### src/rtl/ivu_pkg.sv
package ivu_pkg;
  typedef enum logic [1:0] {
    SEL_VECTOR  = 2'd0,
    SEL_MASK    = 2'd1,
    SEL_END_SVC = 2'd2,
    SEL_NONE    = 2'd3
  } cfg_sel_e;
endpackage

### src/rtl/ivu_regs.sv
module ivu_regs #(
  parameter int NSRC = 8,
  parameter int VW   = 8,
  parameter logic [VW-1:0] VEC_INIT = 8'h0F
) (
  input  logic            clk,
  input  logic            rst,
  input  logic            cfg_we,
  input  logic [1:0]      cfg_sel,
  input  logic [VW-1:0]   cfg_wdata,
  output logic [VW-1:0]   vec_q,
  output logic [NSRC-1:0] mask_q,
  output logic            end_svc_ev
);
  import ivu_pkg::*;

  logic wr_vec, wr_mask;
  assign wr_vec     = cfg_we && (cfg_sel == SEL_VECTOR);
  assign wr_mask    = cfg_we && (cfg_sel == SEL_MASK);
  assign end_svc_ev = cfg_we && (cfg_sel == SEL_END_SVC);

  always_ff @(posedge clk) begin
    if (rst)         vec_q <= VEC_INIT;
    else if (wr_vec) vec_q <= cfg_wdata;
  end

  for (genvar i = 0; i < NSRC; i++) begin : g_mask
    always_ff @(posedge clk) begin
      if (rst)          mask_q[i] <= 1'b0;
      else if (wr_mask) mask_q[i] <= cfg_wdata[i];
    end
  end
endmodule

### src/rtl/ivu_service.sv
module ivu_service (
  input  logic clk,
  input  logic rst,
  input  logic rd_n,
  input  logic ack_n,
  input  logic claim,
  input  logic end_svc_ev,
  output logic ius_q,
  output logic serving_q,
  output logic enter_ev
);
  logic rd_prev_q;

  assign enter_ev = claim && rd_prev_q && !rd_n;

  always_ff @(posedge clk) begin
    if (rst) begin
      rd_prev_q <= 1'b1;
      ius_q     <= 1'b0;
      serving_q <= 1'b0;
    end else begin
      rd_prev_q <= rd_n;
      if (enter_ev)        ius_q <= 1'b1;
      else if (end_svc_ev) ius_q <= 1'b0;
      if (enter_ev)        serving_q <= 1'b1;
      else if (ack_n)      serving_q <= 1'b0;
    end
  end
endmodule

### src/rtl/ivu_chain.sv
module ivu_chain #(
  parameter int NSRC = 8,
  parameter int VW   = 8
) (
  input  logic            chain_in,
  input  logic            ack_n,
  input  logic            rd_n,
  input  logic [NSRC-1:0] src_pend,
  input  logic [NSRC-1:0] mask_q,
  input  logic            ius_q,
  input  logic            serving_q,
  input  logic [VW-1:0]   vec_q,
  output logic            armed,
  output logic            claim,
  output logic            irq_n,
  output logic            chain_out,
  output logic            vec_oe,
  output logic [VW-1:0]   vec_data
);
  function automatic logic any_enabled(input logic [NSRC-1:0] s, input logic [NSRC-1:0] m);
    return |(s & m);
  endfunction

  function automatic logic pass_enable(input logic in_en, input logic svc,
                                       input logic ack_lo, input logic pend);
    return in_en && !svc && !(ack_lo && pend);
  endfunction

  assign armed     = any_enabled(src_pend, mask_q);
  assign claim     = !ack_n && chain_in && armed && !ius_q;
  assign irq_n     = !(chain_in && armed && !ius_q);
  assign chain_out = pass_enable(chain_in, ius_q, !ack_n, armed);
  assign vec_oe    = !ack_n && !rd_n && chain_in && (claim || serving_q);
  assign vec_data  = vec_oe ? vec_q : '0;
endmodule

### src/rtl/ivu_daisy.sv
module ivu_daisy #(
  parameter int NSRC = 8,
  parameter int VW   = 8,
  parameter logic [VW-1:0] VEC_INIT = 8'h0F
) (
  input  logic            clk,
  input  logic            rst,
  input  logic [NSRC-1:0] src_pend,
  input  logic            cfg_we,
  input  logic [1:0]      cfg_sel,
  input  logic [VW-1:0]   cfg_wdata,
  input  logic            chain_in,
  output logic            chain_out,
  input  logic            ack_n,
  input  logic            rd_n,
  output logic            irq_n,
  output logic [VW-1:0]   vec_data,
  output logic            vec_oe
);
  logic [VW-1:0]   vec_q;
  logic [NSRC-1:0] mask_q;
  logic            end_svc_ev, enter_ev, ius_q, serving_q, armed, claim;

  ivu_regs #(.NSRC(NSRC), .VW(VW), .VEC_INIT(VEC_INIT)) u_regs (
    .clk(clk), .rst(rst), .cfg_we(cfg_we), .cfg_sel(cfg_sel), .cfg_wdata(cfg_wdata),
    .vec_q(vec_q), .mask_q(mask_q), .end_svc_ev(end_svc_ev)
  );

  ivu_service u_svc (
    .clk(clk), .rst(rst), .rd_n(rd_n), .ack_n(ack_n), .claim(claim),
    .end_svc_ev(end_svc_ev), .ius_q(ius_q), .serving_q(serving_q), .enter_ev(enter_ev)
  );

  ivu_chain #(.NSRC(NSRC), .VW(VW)) u_chain (
    .chain_in(chain_in), .ack_n(ack_n), .rd_n(rd_n), .src_pend(src_pend),
    .mask_q(mask_q), .ius_q(ius_q), .serving_q(serving_q), .vec_q(vec_q),
    .armed(armed), .claim(claim), .irq_n(irq_n), .chain_out(chain_out),
    .vec_oe(vec_oe), .vec_data(vec_data)
  );
endmodule

### config.mk
export PLATFORM = sky130hd
export DESIGN_NAME = ivu_daisy
export DESIGN_NICKNAME = d
export VERILOG_FILES = /design/src/rtl/ivu_pkg.sv /design/src/rtl/ivu_regs.sv /design/src/rtl/ivu_service.sv /design/src/rtl/ivu_chain.sv /design/src/rtl/ivu_daisy.sv
export SDC_FILE = /design/constraint.sdc
export NUM_CORES = 1
export LEC_CHECK = 0
export ABC_AREA = 1
export ABC_CLOCK_PERIOD_IN_PS = 2910
export BUFFER_PORTS_ARGS = -buffer_cell sky130_fd_sc_hd__buf_2
export CORE_UTILIZATION = 51
export CTS_CLUSTER_DIAMETER = 80
export DETAILED_ROUTE_END_ITERATION = 10
export GPL_TIMING_DRIVEN = 0
export PLACE_DENSITY = 0.89
export SETUP_SLACK_MARGIN = 0.3
export SYNTH_ARGS = -nofsm -noshare
export SYNTH_HDL_FRONTEND = slang
export SYNTH_HIERARCHICAL = 1
export SYNTH_SLANG_ARGS = --single-unit
### constraint.sdc
create_clock -name clk -period 2.91 [get_ports clk]
set_input_delay 0.4365 -clock clk [delete_from_list [all_inputs] [get_ports clk]]
set_output_delay 0.4365 -clock clk [all_outputs]
set_load 0.01 [all_outputs]
==> results.md, run 1 <==
- Initial Util: 55.56%
- Worst Skew: roughly 0.0022 ns
- Largest net degree at the start of global routing: 12
- PD cells: 413.4 nW/um2
- Initial antenna violation count: 0
- Antenna Nets Post-Route: 0
- Crit share post-route: ~64%
- Area of the multi-input gates: around 450 um2
- CP startpoint kind: register
- Final worst path period need: 1.850 ns
- HP Start: rst
- Slew @ Worst Pin: 0.3364 ns
- Vias in the first global route: between 800 and 900
- Setup TNS: 0 ns
- Final std cell area, no fill: roughly 1200 um2
- Drt first pass iters: 4
- # diodes: 0
- Slew Viols, Final: 0
- R2R Path Start: u_regs/mask_q[0]
- Slew headroom: between 70% and 80%
- Peak per-stage delay on the critical path: between 0.3 and 0.4 ns
- Post-CTS Setup Repair Bufs: 0
- Max Cap Violations: 0
- Hold path endpoint: u_svc/ius_q
- CTS root buffer: clkbuf_4
- Cells along the critical path: nand2_1, nand2_1, nor2_1, nand2_2, nand3_2, nand2_2, nand2_4, nor2_1, buf_2
- GP Congestion: roughly 0.8
- CTS tree: done
- Worst R2R End: u_svc/serving_q
- Avg Inst Size Synth: between 6 and 7 um2
- Max Clk Rate: about 540 MHz
- Average wire per standard cell: ~9.5 um
- Hold path depth: 2
- Total CTS buffers: 3
- Slowest CP cell: dfxtp_1
- Crit path DAT: about 1.4 ns
- Final setup fails: 0
- Synthesized instance count: 154
- HPWL after DPL: 1620 um
- Seq. cell area: ~380 um2
- Die Y: around 46 um
- Share of cells above drive strength 1: roughly 28%
- Commonest non-fill, non-tap cells in the layout: nand2_1 (41), buf_2 (37), nor2_1 (32)
- Syn nets: between 150 and 200
- Max clock buf depth: 2
- Die ar.: just over 2000 um2
- Post-CTS Hold Buffers: 0
- Vias/cell: roughly 4.7
- Global-route wire length before repair: between 3000 and 4000 um
- Aggregate global-route resource usage: 22.30%
- Post-DP Area: roughly 1200 um2
- Core area: about 1700 um2
- Row cnt: 15
- DR vias: ~1000
- Die width: approximately 46 um
- Warnings, synthesis: 6
- CTS-repair resized insts: 0
- Fin Hold WS: 0.3477 ns
- Port Buf Inserts: 34
- Critical path type: reg -> out
- Iter 0 DRT Violations: 25
- Outcome: finished, final reports clean
- I/O pins: 35
- Overflow after GRT: 0
- CP max FO: 9
- Final total power: approximately 500 uW
- Final Hold Fails: 0
- Unrepaired setup endpoints after global routing: no
- Clock transition at the registers of the reported paths: about 0.11 ns
- DRC viols: 0
- Crit path capture type: primary output
- CTS sink count: 19
- Fin cells: 217
- Commonest non-fill, non-tap cell in the layout: nand2_1
- CP Data Required Time: 2.47 ns
- H-tree levels: 1
- Leak Pwr: 0.0007333 uW
- Maximum vdd drop: approximately 0.31 mV
- Mapped cell area: between 900 and 1000 um2
- Placed Cells: approximately 210
- Clk_lat worst skew: just under 0.3 ns
- Total Wirelength: 2065 um
- Hold Crit Class: in -> reg
- Fillers: 165
- Area Overhead vs Synth: 23.61%
- R2R setup slack: roughly 1.9 ns
- R2R cell count: 8
- # nets final: approximately 220
==> layer usage <==
metal | global-route usage, % | vias up | wire (um) | share of wire, %
met3 | 2.778 | 2 | 134 | 6.5
met1 | 26.89 | 445 | 907 | 44
met2 | 39.43 | 38 | 1011 | 49
li1 | - | 532 | - | -
met5 | 0 | - | 0 | 0
met4 | 9.091 | 0 | 12 | 0.58
==> worst max-delay path by stage <==
stage,from,to,slack [ns],depth (start not counted)
after global placement,src_pend[7],vec_data[7],1.19,10
after detailed placement,src_pend[0],vec_data[3],1.15,10
after floorplan,chain_in,vec_data[0],1.43,6
after CTS,u_regs/mask_q[0],vec_data[5],1.04,9
final,u_regs/mask_q[0],vec_data[5],1.06,9
after global routing,u_regs/mask_q[4],vec_data[3],0.89,9
==> layout make-up <==
cell class | count | area share [%]
inverter | 30 | 9.395
tap | 25 | 2.610
multi-input combinational | 101 | 37.58
clock inverter | 1 | 0.4175
buffer | 4 | 2.192
clock buffer | 3 | 1.879
timing repair buffer | 34 | 14.20
sequential | 19 | 31.73
==> metrics by stage <==
step | setup slack [ns] | utilization (%)
floorplan | 1.429 | -
global placement | 1.190 | 67.10
detailed placement | 1.146 | 67.10
CTS | 1.038 | 68.67
global route | 0.8950 | 68.67
finish | 1.060 | 68.67
==> worst max-delay path: cells and delay by family, from the launching register on <==
kind / cells / cell delay [ns]
buffers and inverters: 1 / 0.13
and+or+nand+nor: 8 / 0.66
DFF: 1 / 0.33
==> sequential cells by signal, indices dropped and copies added (netlist names) <==
signal / count
u_regs/mask_q: 8
u_svc/serving_q: 1
u_svc/ius_q: 1
u_regs/vec_q: 8
u_svc/rd_prev_q: 1
==> power by group <==
group,total [uW],switching [uW],internal [uW]
clock,129,77.6,51.0
sequential,280,6.83,273
combinational,87.1,51.6,35.4
total,496,136,359
Power figures use the tool's default switching activity.
==> run 2, diff against run 1 <==
--- a/config.mk
+++ b/config.mk
@@ -6,13 +6,13 @@
 export NUM_CORES = 1
 export LEC_CHECK = 0
 export ABC_AREA = 1
-export ABC_CLOCK_PERIOD_IN_PS = 2910
+export ABC_CLOCK_PERIOD_IN_PS = 1800
 export BUFFER_PORTS_ARGS = -buffer_cell sky130_fd_sc_hd__buf_2
-export CORE_UTILIZATION = 51
+export CORE_UTILIZATION = 48
 export CTS_CLUSTER_DIAMETER = 80
 export DETAILED_ROUTE_END_ITERATION = 10
 export GPL_TIMING_DRIVEN = 0
-export PLACE_DENSITY = 0.89
+export PLACE_DENSITY = 0.85
 export SETUP_SLACK_MARGIN = 0.3
 export SYNTH_ARGS = -nofsm -noshare
 export SYNTH_HDL_FRONTEND = slang
==> constraint.sdc (replaced) <==
create_clock -name clk -period 1.8 [get_ports clk]
set_input_delay 0.27 -clock clk [delete_from_list [all_inputs] [get_ports clk]]
set_output_delay 0.27 -clock clk [all_outputs]
set_load 0.01 [all_outputs]
==> results.md, run 2 (same netlist as run 1, synthesis figures left out) <==
- Outcome: finished, final reports clean
- Unrepaired setup endpoints after global routing: yes
- Cells along the critical path: nor2_1, nand3_4, nand2_4, nand2_4, nor2_2, buf_2
- Die ar.: 2204 um2 (+6.0%)
- Clk_lat worst skew: 0.28 ns (about the same)
- Buf/Inv on CP: 1 (unchanged)
- Average wire per standard cell: 9.959 um (+4.7%)
- Hold path depth: 2 (unchanged)
- Commonest non-fill, non-tap cells in the layout: nand2_1 (40), buf_2 (37), nor2_1 (27)
- R2R setup slack: 0.75 ns (-1.11 ns)
- Most frequent CP cell: nand2_4
- Fillers: 169 (+2.4%)
- Slew headroom: 52.79% (-25 points)
- PD cells: 648.4 nW/um2 (+57%)
- # diodes: 0 (unchanged)
- Final worst path period need: 1.689 ns
- Die width: 46.95 um (+2.9%)
- CP max FO: 4 (-5)
- Crit path capture type: primary output
- CP startpoint kind: register
- Clock transition at the registers of the reported paths: 0.10 ns (about the same)
- Area Overhead vs Synth: 29.29%
- Largest regs: u_regs/mask_q (8), u_regs/vec_q (8)
- Hold path endpoint: u_svc/serving_q
- Hold Crit Class: in -> reg
- Placed Cells: 213 (unchanged)
- I/O pins: 35 (unchanged)
- Fin cells: 219 (+0.92%)
- Final setup fails: 0 (unchanged)
- Maximum vdd drop: 0.4081 mV (+31%)
- DRC viols: 0 (unchanged)
- HP Start: rst
- Aggregate global-route resource usage: 21.54% (-0.75 points)
- Max Clk Rate: a little under 600 MHz
- CTS sink count: 19 (unchanged)
- Peak per-stage delay on the critical path: 0.32 ns (about the same)
- Post-DP Area: 1171 um2 (unchanged)
- Slowest CP cell: dfxtp_1
- Crit-path leading delay family: simple AND/OR/NAND/NOR gates
- GP Congestion: 0.7978 (-0.71%)
- Max clock buf depth: 2 (unchanged)
- Iter 0 DRT Violations: 21 (-16%)
- Total Wirelength: 2181 um (+5.6%)
- Port Buf Inserts: 34 (unchanged)
- Final std cell area, no fill: 1254 um2 (+4.6%)
- CTS root buffer: clkbuf_4
- Max Cap Violations: 0 (unchanged)
- Overflow after GRT: 0 (unchanged)
- Post-CTS Hold Buffers: 0 (unchanged)
- Die Y: 46.95 um (+2.9%)
- # nets final: 219 (+0.92%)
- Total CTS buffers: 3 (unchanged)
- Global-route wire length before repair: 3387 um (+1.7%)
- H-tree levels: 1 (unchanged)
- HPWL after DPL: 1611 um (-0.52%)
- Drt first pass iters: 6 (+2)
- Initial antenna violation count: 0 (unchanged)
- Worst R2R End: u_svc/ius_q
- Largest net degree at the start of global routing: 11 (-1)
- Leak Pwr: 0.0007542 uW (+2.9%)
- Vias/cell: 4.607 (-1.7%)
- Vias in the first global route: 868 (+3.6%)
- Slew @ Worst Pin: 0.7027 ns (+0.3663 ns)
- Share of cells above drive strength 1: 35.05% (+7.4 points)
- Crit share post-route: 93.82%
- Core area: 1802 um2 (+3.2%)
- Row cnt: 15 (unchanged)
- Initial Util: 53.82% (-1.7 points)
- Antenna Nets Post-Route: 0 (unchanged)
- Critical path type: reg -> out
- R2R cell count: 8 (unchanged)
- Final Hold Fails: 0 (unchanged)
- Crit path DAT: 1.42 ns (about the same)
- R2R Path Start: u_regs/mask_q[0]
- CTS tree: done
- DR vias: 1009 (-0.79%)
- Slew Viols, Final: 0 (unchanged)
- Worst Skew: 0.002082 ns (-0.0001629 ns)
- Commonest non-fill, non-tap cell in the layout: nand2_1
- CP Data Required Time: 1.53 ns (-0.94 ns)
## run 2: cell types whose count changed in the layout (fill, tap and decap cells not counted), sizes merged
cell / before / now
nand2: 44 / 45
clkinv: 1 / 0
buf: 38 / 39
clkbuf: 3 / 4
## run 2: cell type report
cell class	count	area (um2)	share of cell area, %
plain buffers	4	26.28	2.096
multi-input cells	102	489.2	39.02
clock buffers	4	26.28	2.096
well taps	25	31.28	2.495
flip-flops and latches	19	390.4	31.14
repair buffers	35	177.7	14.17
inverters	30	112.6	8.982
## run 2: what timing repair did
item	CTS	global route
gates resized for setup	7	11
pin swaps	0	1
endpoints found under the setup margin	10	11
setup buffers	1	0
gates cloned	0	1
## run 2: worst reg2reg max path: stages, from the launching register on
cell     delay (ns)
dfxtp_2        0.34
nand2_1        0.07
nand2_2        0.06
nor2_2         0.13
nand2_2        0.09
nand3_4        0.08
inv_1          0.05
nand3_2        0.07
a21oi_1        0.06
## run 2: layer usage
layer / GRT usage [%] / vias up / wire (um)
li1: - / 538 / -
met1: 26.00 / 430 / 934
met2: 38.89 / 37 / 1081
met3: 3.462 / 4 / 135
met4: 6.857 / 0 / 29
met5: 0 / - / 0
## run 2: stage by stage
| step | power, uW | hold slack [ns] | util (%) | TNS, ns | setup slack [ns] |
|---|---|---|---|---|---|
| floorplan | 543.8 | 0.3391 | - | 0 | 0.6158 |
| global placement | 594.7 | 0.4409 | 65.00 | 0 | 0.4114 |
| detailed placement | 600.6 | 0.4437 | 65.00 | 0 | 0.3570 |
| CTS | 812.1 | 0.1709 | 67.43 | 0 | 0.1342 |
| global route | 863.3 | 0.1674 | 69.58 | -0.07887 | -0.02078 |
| finish | 812.9 | 0.1818 | 69.58 | 0 | 0.1112 |
## run 2: worst max path at each step
stage,slack [ns],depth (start not counted),start,to
CTS,0.13,9,u_regs/mask_q[0],vec_data[1]
global placement,0.41,10,src_pend[7],vec_data[7]
detailed placement,0.36,10,src_pend[7],vec_data[1]
finish,0.11,6,u_svc/ius_q,vec_data[4]
global route,-0.02,9,u_regs/mask_q[7],vec_data[3]
floorplan,0.62,8,u_regs/mask_q[0],vec_data[0]
## run 2: power breakdown
part | internal, uW | leakage, uW | total (uW) | switching [uW]
registers | 443 | 0.000159 | 454 | 10.7
clock network | 85.9 | 0.0000150 | 202 | 116
logic | 65.0 | 0.000580 | 158 | 92.5
==> run 3, diff against run 2 <==
--- a/config.mk
+++ b/config.mk
@@ -8,12 +8,13 @@
 export ABC_AREA = 1
 export ABC_CLOCK_PERIOD_IN_PS = 1800
 export BUFFER_PORTS_ARGS = -buffer_cell sky130_fd_sc_hd__buf_2
+export CORE_ASPECT_RATIO = 1.2
 export CORE_UTILIZATION = 48
 export CTS_CLUSTER_DIAMETER = 80
 export DETAILED_ROUTE_END_ITERATION = 10
 export GPL_TIMING_DRIVEN = 0
 export PLACE_DENSITY = 0.85
-export SETUP_SLACK_MARGIN = 0.3
+export SETUP_SLACK_MARGIN = 0.4
 export SYNTH_ARGS = -nofsm -noshare
 export SYNTH_HDL_FRONTEND = slang
 export SYNTH_HIERARCHICAL = 1
==> results.md, run 3 (same netlist as run 1, synthesis figures left out) <==
- Area Overhead vs Synth: 29.42% (about the same)
- DR vias: 998 (-1.1%)
- Port Buf Inserts: 34 (unchanged)
- Crit path capture type: primary output
- CP max FO: 5 (+1)
- Slew headroom: 55.45% (+2.7 points)
- Final Hold Fails: 0 (unchanged)
- Leak Pwr: 0.0007593 uW (+0.67%)
- Share of cells above drive strength 1: 37.11% (+2.1 points)
- Drt first pass iters: 4 (-2)
- Crit path DAT: 1.39 ns (-0.03 ns)
- Cells along the critical path: nand2_1, nand2_1, nor2_2, nand2_2, nand3_4, nand2_4, nand2_4, nor2_1, buf_2
- # diodes: 0 (unchanged)
- CTS tree: done
- CTS root buffer: clkbuf_4
- Largest net degree at the start of global routing: 12 (+1)
- Fin Hold WS: 0.1721 ns (-0.009669 ns)
- Core area: 1872 um2 (+3.9%)
- Global-route wire length before repair: 3381 um (-0.18%)
- Setup TNS: 0 ns (unchanged)
- Slew Viols, Final: 0 (unchanged)
- PD cells: 658.3 nW/um2 (+1.5%)
- DRC viols: 0 (unchanged)
- Iter 0 DRT Violations: 24 (+14%)
- Overflow after GRT: 0 (unchanged)
- Vias/cell: 4.685 (+1.7%)
- Outcome: finished, final reports clean
- Clk_lat worst skew: 0.29 ns (about the same)
- Hold Crit Class: in -> reg
- Die ar.: 2205 um2 (about the same)
- Critical path type: reg -> out
- Max Cap Violations: 0 (unchanged)
- Average wire per standard cell: 10.03 um (+0.70%)
- Final worst path period need: 1.663 ns (-0.02556 ns)
- Die width: 43.03 um (-8.3%)
- Total CTS buffers: 3 (unchanged)
- Slew @ Worst Pin: 0.6631 ns (-0.03960 ns)
- Unrepaired setup endpoints after global routing: yes
- CP startpoint kind: register
- H-tree levels: 1 (unchanged)
- Commonest non-fill, non-tap cell in the layout: nand2_1
- I/O pins: 35 (unchanged)
- Antenna Nets Post-Route: 0 (unchanged)
- Worst Skew: 0.002027 ns (-0.00005504 ns)
- Peak per-stage delay on the critical path: 0.35 ns (+0.03 ns)
- # nets final: 219 (unchanged)
- Total Wirelength: 2136 um (-2.1%)
- HPWL after DPL: 1590 um (-1.3%)
- Aggregate global-route resource usage: 20.18% (-1.4 points)
- Clock transition at the registers of the reported paths: 0.11 ns (about the same)
- Setup WS pre-CTS: 0.3879 ns (+0.03093 ns)
- Row cnt: 17 (+2)
- Final setup fails: 0 (unchanged)
- Largest regs: u_regs/mask_q (8), u_regs/vec_q (8)
- Max Clk Rate: 601.3 MHz (+1.5%)
- CP Data Required Time: 1.53 ns (about the same)
- Slowest CP cell: dfxtp_2
- Die Y: 51.24 um (+9.1%)
- Vias in the first global route: 840 (-3.2%)
- GP Congestion: 0.7478 (-6.3%)
- Crit share post-route: 92.40% (-1.4 points)
- CTS sink count: 19 (unchanged)
- Max clock buf depth: 2 (unchanged)
- Commonest non-fill, non-tap cells in the layout: nand2_1 (38), buf_2 (37), inv_1 (26), nor2_1 (26), nand3_1 (12)
- Initial antenna violation count: 0 (unchanged)
- Maximum vdd drop: 0.4870 mV (+19%)
- Setup ws final: 0.1368 ns (+0.02556 ns)
- Initial Util: 51.80% (-2.0 points)
[run 3: cell count changes in the layout (fill, tap and decap cells not counted)]
cell / delta
clkbuf_1: -1
clkinv_2: +1
nor2_2: +1
nor2_1: -1
nand2_1: -2
nand2_2: +2
[run 3: final timing paths]
check,startpoint,cells after the start,slack [ns],end
setup / recovery,u_regs/mask_q[0],9,0.14,vec_data[3]
hold / removal,rst,2,0.17,u_svc/serving_q
setup reg to reg,u_regs/mask_q[0],8,0.76,u_svc/ius_q
hold reg to reg,u_regs/vec_q[1],2,0.47,u_regs/vec_q[1]
[run 3: power by group]
group          leakage (uW)  switching (uW)  internal (uW)
sequential         0.000159            11.2            443
clock             0.0000177             131           82.8
combinational      0.000583            92.2           65.5
[run 3: routing by layer]
metal	routed length, um	GRT usage [%]	vias up	share of wire [%]
met4	35	10.61	0	1.6
met5	0	0	-	0
met2	1061	33.33	33	50
met3	124	2.473	4	5.8
met1	916	25.50	423	43
li1	-	-	538	-
[run 3: stage by stage]
step	cells	util [%]	cell area (um2)	total power (uW)
floorplan	154	-	969.7	543.8
global placement	207	62.17	1164	594.4
detailed placement	207	62.17	1164	600.5
CTS	212	64.37	1205	820.1
global route	213	67.05	1255	877.5
finish	213	67.05	1255	826.2
[run 3: what timing repair did]
action                     4_1_cts  5_1_grt
gates cloned                     0        1
setup endpoints to repair       11       11
pin swaps                        0        2
gates resized for setup          5       16
setup buffers                    1        0
hold buffers                     0        0
[run 3: critical path, delay by kind of cell, from the launching register on]
family	cells	cell delay, ns
AND/OR/NAND/NOR	8	0.60
flip-flops	1	0.35
buffers and inverters	1	0.13
[run 3: cell type report]
class	count	area, um2
Buffer	4	26.28
Clock buffer	3	22.52
Clock inverter	1	5.005
Fill cell	175	616.8
Inverter	30	112.6
Multi-Input combinational cell	102	496.7
Sequential cell	19	390.4
Tap cell	19	23.77
Timing Repair Buffer	35	177.7
